**src/rtl/tg_pkg.sv**
```systemverilog
package tg_pkg;

  typedef enum logic [1:0] {
    TG_IDLE  = 2'd0,
    TG_DELAY = 2'd1,
    TG_HIGH  = 2'd2,
    TG_LOW   = 2'd3
  } tg_state_e;

  function automatic int tg_max(input int a, input int b);
    return (a > b) ? a : b;
  endfunction

endpackage

```
**src/rtl/tg_pulse_train.sv**
```systemverilog
// One delayed, counted pulse train: wait DLY cycles after launch, then emit
// NUM pulses of HI cycles high and LO cycles low (forever when endless).
module tg_pulse_train
  import tg_pkg::*;
#(
  parameter int DW = 24,
  parameter int WW = 16,
  parameter int CW = 16
) (
  input  logic          clk,
  input  logic          rst,
  input  logic          run,
  input  logic          launch,
  input  logic          endless,
  input  logic [DW-1:0] dly,
  input  logic [WW-1:0] hi,
  input  logic [WW-1:0] lo,
  input  logic [CW-1:0] num,
  output logic          high_nxt
);

  localparam int CTW = tg_max(DW, WW);

  tg_state_e      st_q, st_d;
  logic [CTW-1:0] cnt_q, cnt_d;
  logic [CW-1:0]  idx_q, idx_d;

  logic [CTW-1:0] dly_last, hi_last, lo_last;
  logic           more;

  always_comb begin
    dly_last = CTW'(dly) - CTW'(1);
    hi_last  = CTW'(hi)  - CTW'(1);
    lo_last  = CTW'(lo)  - CTW'(1);
    more     = endless || (({1'b0, idx_q} + (CW+1)'(1)) < {1'b0, num});
  end

  always_comb begin
    st_d  = st_q;
    cnt_d = cnt_q;
    idx_d = idx_q;
    if (launch) begin
      cnt_d = '0;
      idx_d = '0;
      if (!endless && (num == '0))
        st_d = TG_IDLE;
      else if (dly == '0)
        st_d = TG_HIGH;
      else
        st_d = TG_DELAY;
    end else begin
      unique case (st_q)
        TG_DELAY: begin
          if (cnt_q == dly_last) begin
            st_d  = TG_HIGH;
            cnt_d = '0;
          end else begin
            cnt_d = cnt_q + CTW'(1);
          end
        end
        TG_HIGH: begin
          if (cnt_q == hi_last) begin
            st_d  = TG_LOW;
            cnt_d = '0;
          end else begin
            cnt_d = cnt_q + CTW'(1);
          end
        end
        TG_LOW: begin
          if (cnt_q == lo_last) begin
            cnt_d = '0;
            if (more) begin
              st_d  = TG_HIGH;
              idx_d = idx_q + CW'(1);
            end else begin
              st_d = TG_IDLE;
            end
          end else begin
            cnt_d = cnt_q + CTW'(1);
          end
        end
        default: st_d = TG_IDLE;
      endcase
    end
    if (!run) begin
      st_d  = TG_IDLE;
      cnt_d = '0;
      idx_d = '0;
    end
  end

  always_ff @(posedge clk) begin
    if (rst) begin
      st_q  <= TG_IDLE;
      cnt_q <= '0;
      idx_q <= '0;
    end else begin
      st_q  <= st_d;
      cnt_q <= cnt_d;
      idx_q <= idx_d;
    end
  end

  assign high_nxt = (st_d == TG_HIGH);

endmodule

```
**src/rtl/tg_index.sv**
```systemverilog
// Column and line counters for active pixels, cleared at each frame start.
module tg_index #(
  parameter int XW = 16,
  parameter int YW = 16
) (
  input  logic          clk,
  input  logic          rst,
  input  logic          run,
  input  logic          frame_rise,
  input  logic          de_rise,
  input  logic          de_nxt,
  output logic [XW-1:0] pix_x,
  output logic [YW-1:0] line_y
);

  logic [XW-1:0] x_q, x_d;
  logic [YW-1:0] y_q, y_d;
  logic          first_q, first_d;

  always_comb begin
    y_d     = y_q;
    first_d = first_q;
    if (frame_rise) begin
      y_d     = '0;
      first_d = 1'b1;
    end
    if (de_rise) begin
      if (first_d)
        first_d = 1'b0;
      else
        y_d = y_d + YW'(1);
    end
    if (de_rise)
      x_d = '0;
    else if (de_nxt)
      x_d = x_q + XW'(1);
    else
      x_d = '0;
  end

  always_ff @(posedge clk) begin
    if (rst || !run) begin
      x_q     <= '0;
      y_q     <= '0;
      first_q <= 1'b1;
      pix_x   <= '0;
      line_y  <= '0;
    end else begin
      x_q     <= x_d;
      y_q     <= y_d;
      first_q <= first_d;
      pix_x   <= de_nxt ? x_d : '0;
      line_y  <= de_nxt ? y_d : '0;
    end
  end

endmodule

```
**src/rtl/raster_timing_gen.sv**
```systemverilog
module raster_timing_gen #(
  parameter int TW = 24,
  parameter int SW = 16
) (
  input  logic          clk,
  input  logic          rst,
  input  logic          enable,
  input  logic [TW-1:0] vs_delay,
  input  logic [TW-1:0] vs_high,
  input  logic [TW-1:0] vs_low,
  input  logic [TW-1:0] vs_to_hs,
  input  logic [SW-1:0] hs_high,
  input  logic [SW-1:0] hs_low,
  input  logic [SW-1:0] hs_count,
  input  logic [TW-1:0] vs_to_de,
  input  logic [SW-1:0] de_high,
  input  logic [SW-1:0] de_low,
  input  logic [SW-1:0] de_count,
  output logic          vs_o,
  output logic          hs_o,
  output logic          de_o,
  output logic [SW-1:0] pix_x,
  output logic [SW-1:0] line_y
);

  logic en_q;
  logic start;
  logic vs_nxt, hs_nxt, de_nxt;
  logic vs_rise, de_rise;

  always_ff @(posedge clk) begin
    if (rst) en_q <= 1'b0;
    else     en_q <= enable;
  end

  assign start   = enable && !en_q;
  assign vs_rise = vs_nxt && !vs_o;
  assign de_rise = de_nxt && !de_o;

  // Frame engine: endless vertical pulses after a one-time delay.
  tg_pulse_train #(.DW(TW), .WW(TW), .CW(SW)) u_vs (
    .clk      (clk),
    .rst      (rst),
    .run      (enable),
    .launch   (start),
    .endless  (1'b1),
    .dly      (vs_delay),
    .hi       (vs_high),
    .lo       (vs_low),
    .num      ({SW{1'b0}}),
    .high_nxt (vs_nxt)
  );

  // Line sync train, relaunched at every vertical rise.
  tg_pulse_train #(.DW(TW), .WW(SW), .CW(SW)) u_hs (
    .clk      (clk),
    .rst      (rst),
    .run      (enable),
    .launch   (vs_rise),
    .endless  (1'b0),
    .dly      (vs_to_hs),
    .hi       (hs_high),
    .lo       (hs_low),
    .num      (hs_count),
    .high_nxt (hs_nxt)
  );

  // Active-video train, relaunched at every vertical rise.
  tg_pulse_train #(.DW(TW), .WW(SW), .CW(SW)) u_de (
    .clk      (clk),
    .rst      (rst),
    .run      (enable),
    .launch   (vs_rise),
    .endless  (1'b0),
    .dly      (vs_to_de),
    .hi       (de_high),
    .lo       (de_low),
    .num      (de_count),
    .high_nxt (de_nxt)
  );

  tg_index #(.XW(SW), .YW(SW)) u_idx (
    .clk        (clk),
    .rst        (rst),
    .run        (enable),
    .frame_rise (vs_rise),
    .de_rise    (de_rise),
    .de_nxt     (de_nxt),
    .pix_x      (pix_x),
    .line_y     (line_y)
  );

  always_ff @(posedge clk) begin
    if (rst || !enable) begin
      vs_o <= 1'b0;
      hs_o <= 1'b0;
      de_o <= 1'b0;
    end else begin
      vs_o <= vs_nxt;
      hs_o <= hs_nxt;
      de_o <= de_nxt;
    end
  end

endmodule

```
**config.mk**
```make
export PLATFORM = sky130hd
export DESIGN_NAME = raster_timing_gen
export DESIGN_NICKNAME = d
export VERILOG_FILES = /design/src/rtl/tg_pkg.sv /design/src/rtl/tg_pulse_train.sv /design/src/rtl/tg_index.sv /design/src/rtl/raster_timing_gen.sv
export SDC_FILE = /design/constraint.sdc
export NUM_CORES = 1
export LEC_CHECK = 0
export ABC_AREA = 1
export BUFFER_PORTS_ARGS = -buffer_cell sky130_fd_sc_hd__buf_4
export CORE_MARGIN = 2
export CORE_UTILIZATION = 31
export CTS_CLUSTER_DIAMETER = 30
export DETAILED_ROUTE_END_ITERATION = 16
export GPL_TIMING_DRIVEN = 0
export SYNTH_ARGS = -nofsm -noshare
export SYNTH_HDL_FRONTEND = slang
export SYNTH_HIERARCHICAL = 1
export SYNTH_SLANG_ARGS = --single-unit
```
**constraint.sdc**
```tcl
create_clock -name clk -period 5.35 [get_ports clk]
set_clock_uncertainty 0.1 [all_clocks]
set_input_delay 0.535 -clock clk [delete_from_list [all_inputs] [get_ports clk]]
set_output_delay 0.535 -clock clk [all_outputs]
set_load 0.01 [all_outputs]
```
==> results of run 1 <==
==> synth_stat cells, types with 2 or more instances <==
library cell | count | area (sq um)
clkbuf_1 | 23 | 86.3
nand4_4 | 3 | 63.8
nand3b_1 | 39 | 293
ha_1 | 62 | 776
buf_4 | 5 | 37.5
or2_2 | 10 | 62.6
or2_1 | 2 | 12.5
conb_1 | 2 | 7.51
nor3_2 | 13 | 130
nand4_1 | 68 | 425
nand3_2 | 15 | 150
nor4_1 | 30 | 188
xnor3_1 | 2 | 45.0
nand2_1 | 978 | 3670
nand4_2 | 3 | 37.5
xor2_1 | 148 | 1300
nand2_2 | 30 | 188
nor2_1 | 540 | 2030
nor2_4 | 27 | 304
o22ai_1 | 3 | 18.8
a211oi_1 | 20 | 150
a21oi_1 | 80 | 400
inv_1 | 501 | 1880
dfxtp_1 | 195 | 3900
nor3b_1 | 2 | 15.0
nand3_1 | 233 | 1170
buf_6 | 11 | 124
o21bai_1 | 6 | 45.0
o211ai_1 | 6 | 45.0
nand2_4 | 2 | 22.5
nor3_1 | 40 | 200
a21oi_2 | 10 | 87.6
inv_2 | 9 | 33.8
a22oi_1 | 2 | 15.0
nor2_2 | 44 | 275
buf_2 | 27 | 135
o21ai_1 | 4 | 20.0
clkbuf_2 | 7 | 35.0
and2_1 | 11 | 68.8
o21a_1 | 3 | 22.5
o21ai_0 | 75 | 375
xnor2_1 | 101 | 885
==> final cells by class <==
type / instances / area (sq um) / share of cell area [%]
Multi-Input combinational cell: 2657 / 13700 / 58.2
Sequential cell: 195 / 3900 / 16.6
Inverter: 511 / 1920 / 8.17
Timing Repair Buffer: 253 / 1900 / 8.07
Tap cell: 846 / 1060 / 4.50
Buffer: 72 / 430 / 1.83
Clock buffer: 17 / 425 / 1.81
Clock inverter: 15 / 188 / 0.797
Antenna cell: 3 / 7.51 / 0.0319
==> path summary, 6_finish.rpt <==
check	from	end	slack [ns]	depth (start not counted)
worst max-delay path	vs_delay[0]	u_idx/line_y[9]	0.58	34
worst min-delay path	rst	u_de/st_q[1]	0.31	2
worst max register to register	u_de/idx_q[0]	u_idx/line_y[9]	0.60	32
worst min register to register	u_vs/idx_q[3]	u_vs/idx_q[3]	0.37	2
==> cells by family (layout without fill, tap and decap cells) <==
kind of cell               Yosys count  after routing
AOI/OAI and AO/OA                  212            212
xor gates and xnor gates           251            251
adders and majority gates           62             62
buffers and inverters              585            868
DFF                                195            195
other                                2             42
and+or+nand+nor                   2093           2093
==> worst register-to-register path, delay by kind of cell (launching register included) <==
family / cells / cell delay (ns)
AOI/OAI and AO/OA: 1 / 0.17
xor gates and xnor gates: 2 / 0.41
adders and majority gates: 1 / 0.29
buffers and inverters: 6 / 0.54
DFF: 1 / 0.40
and+or+nand+nor: 22 / 2.70
==> placed cells by master, fill, tap and decap left out, types with 4 or more instances in the layout <==
cell,n
and2_1,11
o21bai_1,6
ha_1,62
xor2_1,148
conb_1,39
buf_2,27
nand3b_1,39
nand3_2,15
nor3_1,39
a21oi_1,80
a21oi_2,10
a211oi_1,20
clkbuf_2,7
xnor2_1,101
nand2_2,30
nand2_1,978
or2_2,10
nor2_4,28
nor3_2,14
nand4_1,68
nand3_1,233
nor2_1,538
inv_2,9
o211ai_1,6
inv_8,6
buf_6,11
dfxtp_1,195
buf_4,258
nor4_1,30
clkbuf_1,21
nor2_2,45
o21ai_1,4
o21ai_0,75
clkbuf_16,17
inv_1,501
==> routing by layer <==
layer | track usage (%) | vias up | routed length (um)
met2 | 30.8 | 456 | 28300
met1 | 23.9 | 9194 | 28500
met3 | 2.61 | 64 | 3400
li1 | - | 11200 | -
met4 | 5.12 | 0 | 1100
met5 | 0 | - | 0
==> flip-flops by register name, summed over array words and instances, names as in the netlist, 2 cells and up <==
register and flops:
u_vs/idx_q 16, u_vs/cnt_q 24, u_idx/line_y 16, u_hs/idx_q 16, u_idx/x_q 16, u_de/cnt_q 24
u_vs/st_q 2, u_hs/st_q 2, u_idx/y_q 16, u_de/idx_q 16, u_hs/cnt_q 24, u_de/st_q 2
u_idx/pix_x 16
==> stage by stage <==
| step | worst slack, ns | TNS [ns] |
|---|---|---|
| finish | 0.583 | 0 |
| detailed placement | -0.500 | -12.41 |
| global placement | -0.552 | -14.60 |
| floorplan | 1.11 | 0 |
| global route | -0.000687 | -0.000687 |
| CTS | 0.204 | 0 |
==> power by group through the flow <==
| stage | registers [mW] | logic, mW | clock network (mW) |
|---|---|---|---|
| after floorplan | 1.49 | 0.359 | 0 |
| after global placement | 1.49 | 0.637 | 0 |
| after detailed placement | 1.49 | 0.640 | 0 |
| after CTS | 1.46 | 0.643 | 1.40 |
| after global routing | 1.46 | 0.724 | 1.45 |
| final | 1.46 | 0.645 | 1.34 |
==> results_dict.tcl, run 1 <==
set metrics [dict create \
    initialDrtViolationCount 1246 \
    power.share.clock_pct 39.0 \
    syn_avg_cell_area_sq_um 5.83 \
    tightestPinTransition_ns 0.702 \
    setup_viol_count_final 0 \
    min_path_type "input port to register" \
    pwr-share-comb_pct 18.7 \
    muxShareOfSynthArea_pct 0 \
    ys.flop_type "dfxtp_1" \
    cts_inserted_buffers 17 \
    via_per_inst 4.57 \
    min_period_over_period_pct 89.1 \
    period_minus_slack_ns 4.77 \
    peakVddDrop_mv 0.161 \
    p_int_mw 2.39 \
    hpwl_mm 50.4 \
    synthArstFlopShare_pct 0 \
    drive_gt1_share_pct 13.7 \
    ant_nets 0 \
    syn_to_final_growth_pct 18.8 \
    status "finished clean" \
    synth_edf_count 0 \
    gr-total-overflow 0 \
    cts_resized 1 \
    cts_setup_buffers 0 \
    drc 0 \
    coreArea_sq_um 63200 \
    cp-end-kind "register" \
    placed_cells 4536 \
    power.switching_mw 1.05 \
    synth_xor_area_share_pct 11.2 \
    startpoint_type "input port" \
    path_class "input port to register" \
    cap_violations 0 \
    netlist_area_sq_um 19800 \
    first_pass_iters 8 \
    crit_top_cell "nand2_1" \
    htree_levels 4 \
    nNetsFinal 3988 \
    wl_per_cell_um 13.4 \
    total_power_mw 3.44 \
    hold_buffers 0 \
    drv_slew 0 \
    hold_viol_final 0 \
    grt_first_pass_wirelength_mm 96.9 \
    path_clk_slew_ns 0.07 \
    cp.required_ns 5.59 \
    cpLargestDelayFamily "simple AND/OR/NAND/NOR gates" \
    clock_path_buffers 2 \
    grt_pass1_vias 19100 \
    io_pins 254 \
    place_congestion 0.903 \
    fmax_ghz 0.210 \
    synth_top_family_by_area "simple AND/OR/NAND/NOR gates" \
    p_per_area_nw_per_um2 146 \
    cts_tree "built" \
    synthSimpleGateAreaFrac_pct 47.1 \
    die_w_um 257 \
    cts.sinks 195 \
    design_area_sq_um 23500 \
    nFillCells 7062 \
    die_area_sq_um 66000 \
    synth-compound-area-share_pct 6.10 \
    portBuffers 253 \
    synth-adder-area-share_pct 3.91 \
    grt_max_degree 21 \
    crit_buf_inv 7 \
    slowest_stage "nor2_2" \
    ys_seq_elements 195 \
    sw_frac_of_total_pct 30.4 \
    arrival_ns 5.00 \
    synthDistinctLibCells 50 \
    drt_wl_total_mm 61.3 \
    hold_ws_ns 0.312 \
    start_util_pct 31.4 \
    timing.slew.headroom_pct 53.2 \
    fp-row-count 92 \
    dpl_cell_area_sq_um 22900 \
    antenna_found_initial 6 \
    final_core_util_pct 37.3 \
    insertion_delay_ns 0.47 \
    max_stage_delay_ns 0.31 \
    p_leak_nw 11.2 \
    crit_fanout 9 \
    cts_root_buf "clkbuf_16" \
    netlist_instances 3400 \
    fin_cells 4569 \
    die_h_um 257 \
    via_count 20900 \
    power_frac_seq_pct 42.3 \
    grt_usage_pct 18.2 \
    yosysSeqAreaShare_pct 19.7 \
    yosysWarnings 6 \
]
No activity file was read; power rests on OpenSTA's default activity.
==> inputs of run 2 (changes only) <==
--- a/config.mk
+++ b/config.mk
@@ -7,11 +7,13 @@
 export LEC_CHECK = 0
 export ABC_AREA = 1
 export BUFFER_PORTS_ARGS = -buffer_cell sky130_fd_sc_hd__buf_4
+export CORE_ASPECT_RATIO = 0.8
 export CORE_MARGIN = 2
-export CORE_UTILIZATION = 31
+export CORE_UTILIZATION = 60
 export CTS_CLUSTER_DIAMETER = 30
 export DETAILED_ROUTE_END_ITERATION = 16
 export GPL_TIMING_DRIVEN = 0
+export PLACE_DENSITY = 0.82
 export SYNTH_ARGS = -nofsm -noshare
 export SYNTH_HDL_FRONTEND = slang
 export SYNTH_HIERARCHICAL = 1
==> run 2 against run 1 <==
Final area down 1.9%. Non-clock buffer count up 6. Wire length down 3.8%. First-iteration DRC count up 51%. Hold slack worse by 0.013 ns. Final cell count down 9.1%. Utilization up 34 points. Clock power about the same. Register-to-register slack worse by 0.17 ns. Critical path type is now register to register. Count of clock-buffer cells in the layout unchanged. Sequential cell count unchanged.
==> results_dict.tcl, run 2 (synthesis results as in run 1) <==
set metrics [dict create \
    antenna_cells 0 \
    drt_wl_total_mm 59.0 \
    nNetsFinal 3994 \
    tightestPinTransition_ns 0.778 \
    ant_nets 0 \
    crit_fanout 6 \
    fmax_ghz 0.203 \
    drive_gt1_share_pct 13.9 \
    wl_per_cell_um 14.2 \
    gr-total-overflow 0 \
    insertion_delay_ns 0.46 \
    coreArea_sq_um 32600 \
    placed_cells 4117 \
    via_per_inst 5.33 \
    status "finished clean" \
    hpwl_mm 47.9 \
    path_clk_slew_ns 0.09 \
    cp-end-kind "register" \
    portBuffers 253 \
    path_class "register to register" \
    grt_pass1_vias 20300 \
    grt_max_degree 23 \
    fp-row-count 59 \
    io_pins 254 \
    startpoint_type "register" \
    p_per_area_nw_per_um2 150 \
    start_util_pct 60.9 \
    drc 0 \
    fin_cells 4153 \
    via_count 22100 \
    grt_first_pass_wirelength_mm 96.1 \
    max_stage_delay_ns 0.40 \
    htree_levels 4 \
    cts.sinks 195 \
    crit_top_cell "nand2_1" \
    cts_tree "built" \
    cap_violations 0 \
    timing.slew.headroom_pct 48.1 \
    syn_to_final_growth_pct 16.6 \
    hold_viol_final 0 \
    grt_usage_pct 33.3 \
    min_path_type "input port to register" \
    initialDrtViolationCount 1877 \
    die_area_sq_um 34500 \
    first_pass_iters 6 \
    reg_top3 "u_de/cnt_q: 24 flops, u_hs/cnt_q: 24 flops, u_vs/cnt_q: 24 flops" \
    min_period_over_period_pct 91.9 \
    slowest_stage "dfxtp_1" \
    mostFrequentLayoutCells "978 x nand2_1, 537 x nor2_1, 501 x inv_1" \
    cts_inserted_buffers 17 \
    setup_viol_count_final 0 \
    final_common_cell "nand2_1" \
    die_h_um 167 \
    total_power_mw 3.46 \
    cts_root_buf "clkbuf_16" \
    peakVddDrop_mv 0.222 \
    design_area_sq_um 23100 \
    arrival_ns 5.16 \
    cp.required_ns 5.59 \
    p_leak_nw 11.3 \
    nFillCells 2935 \
    place_congestion 0.987 \
    drv_slew 0 \
    clock_path_buffers 2 \
    antenna_found_initial 0 \
    die_w_um 207 \
    dpl_cell_area_sq_um 22400 \
    period_minus_slack_ns 4.92 \
]
-- run 2: cell types whose count changed in the layout (fill, tap and decap cells not counted), moves of 2 or more --
| cell | change |
|---|---|
| buf_4 | +5 |
| clkinv_8 | +4 |
| clkinvlp_4 | -2 |
| diode_2 | -3 |
| inv_8 | -2 |
-- run 2: what timing repair did --
item	in CTS	in global routing
pin swaps	0	2
buffers inserted	0	5
resized for setup	1	10
hold buffers	0	0
endpoints found under the setup margin	10	64
-- run 2: routing by layer --
metal / global-route usage (%) / share of wire, %
met5: 0 / 0
met3: 5.81 / 8.6
met4: 9.10 / 2.2
met1: 45.4 / 45
met2: 54.3 / 44
-- run 2: metrics by stage --
step,hold slack [ns],setup WS (ns),setup TNS [ns],utilization (%)
final,0.300,0.433,0,71.0
after global routing,0.288,-0.0454,-0.118,71.0
after CTS,0.278,0.0936,0,70.7
after detailed placement,0.372,-0.542,-18.29,68.8
after global placement,0.352,-0.457,-11.56,68.8
after floorplan,0.340,1.11,0,-
-- run 2: report_power, final --
part,total [mW],switching [mW],internal [mW],leakage [nW]
combinational,0.654,0.386,0.268,9.39
clock,1.35,0.703,0.645,0.302
sequential,1.46,0.00283,1.45,1.57
total,3.46,1.09,2.37,11.3
-- run 2: path summary, 6_finish.rpt --
kind | slack, ns | end | start | cells after the start
worst max-delay path | 0.43 | u_idx/y_q[13] | u_de/idx_q[0] | 32
worst min-delay path | 0.30 | u_hs/st_q[1] | rst | 2
worst max register to register | 0.43 | u_idx/y_q[13] | u_de/idx_q[0] | 32
worst min register to register | 0.39 | u_idx/x_q[13] | u_idx/x_q[13] | 2
-- run 2: layout make-up --
class,count,area (sq um),area share (%)
plain buffers,73,434,1.88
clock buffers,17,425,1.84
clock inverters,15,201,0.872
inverters,511,1920,8.32
multi-input cells,2657,13700,59.5
flip-flops and latches,195,3900,16.9
well taps,427,534,2.31
repair buffers,258,1940,8.38
-- run 2: critical path: cells and delay by family (launching register included) --
| family | cells | cell delay, ns |
|---|---|---|
| simple gates | 23 | 2.84 |
| fa+ha+maj | 2 | 0.55 |
| buf+inv | 5 | 0.49 |
| flops | 1 | 0.40 |
| xor+xnor | 1 | 0.24 |
| compound gates | 1 | 0.18 |
